===== config.mk =====
export PLATFORM = sky130hd
export DESIGN_NAME = wdt_ctl
export DESIGN_NICKNAME = d
export VERILOG_FILES = /design/src/rtl/wdt_ctl.sv
export SDC_FILE = /design/constraint.sdc
export NUM_CORES = 1
export LEC_CHECK = 0
export BUFFER_PORTS_ARGS = -buffer_cell sky130_fd_sc_hd__buf_4
export CORE_AREA = 2 2 70 72
export CTS_BUF_LIST = sky130_fd_sc_hd__clkbuf_8
export DETAILED_ROUTE_END_ITERATION = 12
export DIE_AREA = 0 0 72 74
export GPL_ROUTABILITY_DRIVEN = 0
export PLACE_DENSITY_LB_ADDON = 0.1
export SYNTH_ARGS = -nofsm -noshare
export SYNTH_HDL_FRONTEND = slang
export SYNTH_SLANG_ARGS = --single-unit

===== constraint.sdc =====
create_clock -name clk -period 3.6 [get_ports clk]
set_input_delay 0.72 -clock clk [delete_from_list [all_inputs] [get_ports clk]]
set_output_delay 0.72 -clock clk [all_outputs]
set_load 0.05 [all_outputs]

===== src/rtl/wdt_ctl.sv =====
module wdt_ctl #(
  parameter int CNT_W  = 16,
  parameter int DATA_W = 32
) (
  input  logic              clk,
  input  logic              rst_n,
  input  logic              warm_rst,
  input  logic              warm_by_wdt,
  input  logic              boot_wdt_off,
  input  logic              err_wdt_en,
  input  logic [CNT_W-1:0]  period,
  input  logic              reg_wr,
  input  logic [DATA_W-1:0] reg_wdata,
  output logic [DATA_W-1:0] reg_rdata,
  output logic              expire,
  output logic              tmo_status
);
  localparam int EN_BIT = 0;
  localparam int TO_BIT = 1;

  logic             en_q;
  logic             to_q;
  logic [CNT_W-1:0] cnt_q;
  logic             at_zero;

  assign at_zero    = (cnt_q == '0);
  assign expire     = rst_n & ~warm_rst & en_q & at_zero;
  assign tmo_status = to_q;

  always_ff @(posedge clk) begin
    if (!rst_n) begin
      en_q  <= ~boot_wdt_off;
      to_q  <= 1'b0;
      cnt_q <= period;
    end else if (warm_rst) begin
      cnt_q <= period;
      if (warm_by_wdt) en_q <= ~boot_wdt_off;
    end else begin
      if (expire)    cnt_q <= period;
      else if (en_q) cnt_q <= cnt_q - 1'b1;

      if (expire && err_wdt_en) en_q <= 1'b0;
      else if (reg_wr)          en_q <= reg_wdata[EN_BIT];

      if (expire)                             to_q <= 1'b1;
      else if (reg_wr && !reg_wdata[TO_BIT])  to_q <= 1'b0;
    end
  end

  always_comb begin
    reg_rdata         = '0;
    reg_rdata[EN_BIT] = en_q;
    reg_rdata[TO_BIT] = to_q;
  end

  p_reload_r3: assert property (@(posedge clk) disable iff (!rst_n)
    expire |=> cnt_q == $past(period));
  p_hold_count_r4: assert property (@(posedge clk) disable iff (!rst_n)
    (!en_q && !warm_rst) |=> $stable(cnt_q));
  p_flag_set_r5: assert property (@(posedge clk) disable iff (!rst_n)
    expire |=> tmo_status);
  p_flag_sticky_r5: assert property (@(posedge clk) disable iff (!rst_n)
    (tmo_status && !(reg_wr && !reg_wdata[TO_BIT])) |=> tmo_status);
  p_auto_off_r7: assert property (@(posedge clk) disable iff (!rst_n)
    (expire && err_wdt_en) |=> !reg_rdata[EN_BIT]);
  p_warm_keep_r8: assert property (@(posedge clk) disable iff (!rst_n)
    (warm_rst && !warm_by_wdt) |=> (reg_rdata[EN_BIT] == $past(reg_rdata[EN_BIT])));
  p_warm_flag_r9: assert property (@(posedge clk) disable iff (!rst_n)
    warm_rst |=> (tmo_status == $past(tmo_status)));
endmodule


# After elaboration in Yosys (flattened, before gate mapping)
# Cells that the tools add are included.
[word_totals] regBits=18 latch_bits=0 mem_bits_rw=0 romBits=0 in_bits=55 output_inout_bits=34 word_cells=30 mem_count=0
[classes] add_sub_neg=1 mul=0 n_div=0 magnitude_cmp=0 eq_ne=3 shifts=0 n_mux=11 bitwise_logic=5 reduce_logical=7
[op_table] op="$mux 16" n=4
[op_table] op="$logic_not 16->1" n=1
[op_table] op="$sub 16x1->16 const B" n=1
[op_table] op="$ne 4x1->1 const B" n=2
[op_table] op="$mux 1" n=7
[op_table] op="$reduce_and 2->1" n=2
[op_table] op="$and 1x1->1" n=3
[op_table] op="$ne 3x2->1 const B" n=1
[op_table] op="$logic_and 1x1->1" n=2
[op_table] op="$not 1->1" n=2
[op_table] op="$reduce_bool 2->1" n=1
[op_table] op="$logic_not 1->1" n=1

# Depth between registers and ports, before layout
[logic_depth] ltp_word=8 ltp_mapped=8 ltp_nobuf=7

# Worst setup path before layout
# No wires, ideal clock.
[synth_path] path_kind="reg-to-output" start="register cnt_q[0]" end="output port expire" arrival_ps=2031 t_required_ps=2880 slack_ps=849 stages_incl_launch_ff=7 cell_sequence="edfxtp_1 inv_1 ha_1 nor3b_1 nand4_1 or2_1 nor2_1"
[synth_via] elab_chain_cells=2
[synth_rtl] item="from (decl)" line="23" rtl="logic [CNT_W-1:0] cnt_q;"
[synth_rtl] item="from (signal assigned)" line="34" rtl="cnt_q <= period;"
[synth_rtl] item="from (signal assigned)" line="36" rtl="cnt_q <= period;"
[synth_rtl] item="from (signal assigned)" line="39" rtl="if (expire) cnt_q <= period;"
[synth_rtl] item="$logic_not 16->1" line="26" rtl="assign at_zero = (cnt_q == '0);"
[synth_rtl] item="$and 1x1->1" line="27" rtl="assign expire = rst_n & ~warm_rst & en_q & at_zero;"
[synth_rtl] item="to (decl)" line="15" rtl="output logic expire,"
# Every way passes these cells.

# Worst setup path after layout
# Ends and elaborated chain as after synthesis.

==> flow_summary_export.csv <==
group,metric,value,unit
floorplan,num_rows,25,
yosys,yosysUniqueCellTypes,31,
drt,drc,0,
setup_path,cpPeakStageDelay,0.42,ns
timing,hold_viol_final,0,
drt,avgRoutedWirePerCell,11.2,um
setup_path,worstPathRequired,2.88,ns
run,maxCapViolCount,0,
timing,finalMaxSlewViolations,0,
power,finalPower,0.589,mW
final_layout,regArea,531,sq um
final_layout,n_fill_cell,491,
drt,drtPass1Iterations,4,
final_layout,multi_input_area,629,sq um
setup_path,critPathBufInv,2,
yosys,yosysTopAreaCell,"edfxtp_1",
power,p_per_area,391,nW/um^2
cts,ctsHtreeMaxLevel,1,
floorplan,core_area,4600,sq um
cts,postCtsSetupBuffers,0,
status,status,"completed",
cts,cts-root-buf,"clkbuf_8",
drt,drt_iter0_drc,18,
power,leakage,0.638,nW
global_routing,grt-ovfl-total,0,
worst_hold_path,hold_start,"tmo_status",
setup_path,path_cells,"inv_1 -> ha_1 -> nor3b_1 -> nand4_1 -> or2_1 -> nor2_1 -> buf_4",
yosys,synth_common_cells,"32 x buf_4, 18 x nand2_1, 17 x edfxtp_1",
cts,clk_path_buf_depth,2,
setup_path,regToRegSetupSlack,1.11,ns
yosys,yosys-top-cells-area,"edfxtp_1 39%, buf_4 18%, o21ai_1 6.1%",
cts,clk_pin_slew,0.07,ns
final_layout,syn2layout_area_growth,14.2,%
timing,rsz0062_at_grt,"no",
global_routing,grt_antenna_before_repair,0,
worst_hold_path,holdPathStages,3,
setup_path,worstReg2RegEnd,"cnt_q[8]",
worst_hold_path,holdPathEnd,"tmo_status",
drt,antenna_left,0,
setup_path,rr_worst_depth,7,
timing,setup_viol,0,
timing,fin_tns_setup,0,ns
worst_hold_path,min_path_type,"reg -> reg",
yosys,synth_area,1320,sq um
yosys,yosys_warnings,0,
floorplan,pin_count,89,
timing,fin_crit_sh,0.812,
timing,max_freq,342,MHz
cts,clock_latency,0.25,ns
setup_path,cp_slowest_cell,"edfxtp_1",
yosys,syn-mean-instance-area,9.48,sq um
final_layout,layout.nets,223,
setup_path,rr_startpoint,"cnt_q[0]",
global_routing,grt_pass1_vias,896,
floorplan,start_util,0.287,
cts,clkSinkCount,18,
cts,cts_hold_buf,0,
setup_path,path_delay_family,"simple AND/OR/NAND/NOR gates",
cts,cts_resized,0,
yosys,synth_top_area_share,0.387,
timing,clock-skew-final,0.00379,ns
floorplan,dieArea,5330,sq um
floorplan,die_x,72,um
power,ir_drop,106,uV
drt,via_count,916,
yosys,synth-edff-count,17,
global_routing,grt_pass1_wl,4000,um
yosys,synth.most_common_cell,"buf_4",
place,portBuffers,28,
global_routing,grt_use_total,0.0962,
setup_path,endpoint_kind,"output port",
final_layout,drive_gt1_frac,0.229,
yosys,ys_async_sr_fraction,0,
setup_path,crit_fanout,4,
timing,maxSlewHeadroom,0.462,
timing,layout_min_cycle_time,2.92,ns
setup_path,start_kind,"flop",
floorplan,die_y,74,um
place,place_hpwl,1880,um
yosys,ys_seq_area_frac,0.403,
yosys,synthCells,139,
setup_path,path_class,"reg -> out",
yosys,ys_ff_latch,18,
drt,drt-total-wl,2470,um
cts,numCtsBuffers,3,
final_layout,antenna_cells,0,
drt,drt-vias-per-instance,4.16,
global_routing,grt_max_degree,17,
yosys,ys.flop_type,"edfxtp_1",
timing,tightest_slew,0.808,ns
cts,cts_tree,"built",
setup_path,crit_arrival,2.20,ns
per-stage QoR:
stage | std cells | worst slack, ns | hold slack [ns] | instance area (sq um) | utilization
2_1_floorplan | 168 | 0.849 | 0.577 | 1430 | -
3_3_place_gp | 216 | 0.944 | 0.616 | 1460 | 0.318
3_5_place_dp | 216 | 0.921 | 0.622 | 1460 | 0.318
4_1_cts | 220 | 0.621 | 0.636 | 1510 | 0.327
5_1_grt | 220 | 0.414 | 0.672 | 1510 | 0.327
6_report | 220 | 0.678 | 0.632 | 1510 | 0.327
worst reg2reg max path, stage by stage, from the launching register on:
cell and delay (ns):
edfxtp_1 0.42, inv_1 0.08, ha_1 0.22, nor3b_1 0.29, nand4_1 0.26, o21ai_2 0.55
buf_4 0.32, o21ai_1 0.10
area by class of cell:
cell class,count,area share
flip-flops and latches,18,0.352
repair buffers,29,0.145
multi-input cells,111,0.418
clock buffers,3,0.0274
well taps,54,0.0449
clock inverters,1,0.00249
inverters,4,0.00998
state kept, by name (all words and copies together) (netlist names):
register    cells
tmo_status      1
cnt_q          16
en_q            1
cell usage in the layout, fill, tap and decap left out, types with 3 or more instances in the layout:
cell type / Yosys / layout
conb_1: 1 / 30
nand3b_1: 3 / 3
xor2_1: 7 / 7
clkbuf_8: 0 / 3
nor3_1: 4 / 4
nand2_1: 18 / 18
inv_1: 4 / 4
nor2_1: 4 / 4
buf_4: 32 / 29
edfxtp_1: 17 / 17
o21ai_1: 16 / 15
xnor2_1: 7 / 7
routing by layer:
layer	vias to the layer above	global-route usage	part of all wire
met5	-	0	0
met4	0	0.0189	0
met3	0	0.0285	0.075
met2	35	0.164	0.49
met1	413	0.123	0.43
li1	468	-	-
how the worst max path moves through the flow:
stage	startpoint	to	cells past startpoint
finish	cnt_q[0]	expire	7
global route	cnt_q[0]	expire	7
CTS	cnt_q[0]	expire	7
detailed placement	cnt_q[0]	expire	7
global placement	cnt_q[0]	expire	7
floorplan	cnt_q[0]	expire	6
cells by family (layout without fill, tap and decap cells):
family / count (synthesis) / in the layout / share of synthesized area
AO/OA/AOI/OAI: 22 / 22 / 0.0931
XOR/XNOR: 14 / 14 / 0.0931
flip-flops: 18 / 18 / 0.403
buffers and inverters: 39 / 37 / 0.205
adder cells (fa/ha/maj): 1 / 1 / 0.00950
other: 1 / 30 / 0.00285
AND/OR/NAND/NOR: 44 / 44 / 0.194
power by group:
group | internal (mW) | switching, mW
clock | 0.0758 | 0.0721
combinational | 0.0494 | 0.112
sequential | 0.257 | 0.0235
total | 0.382 | 0.207
No activity file was read; power rests on OpenSTA's default activity.
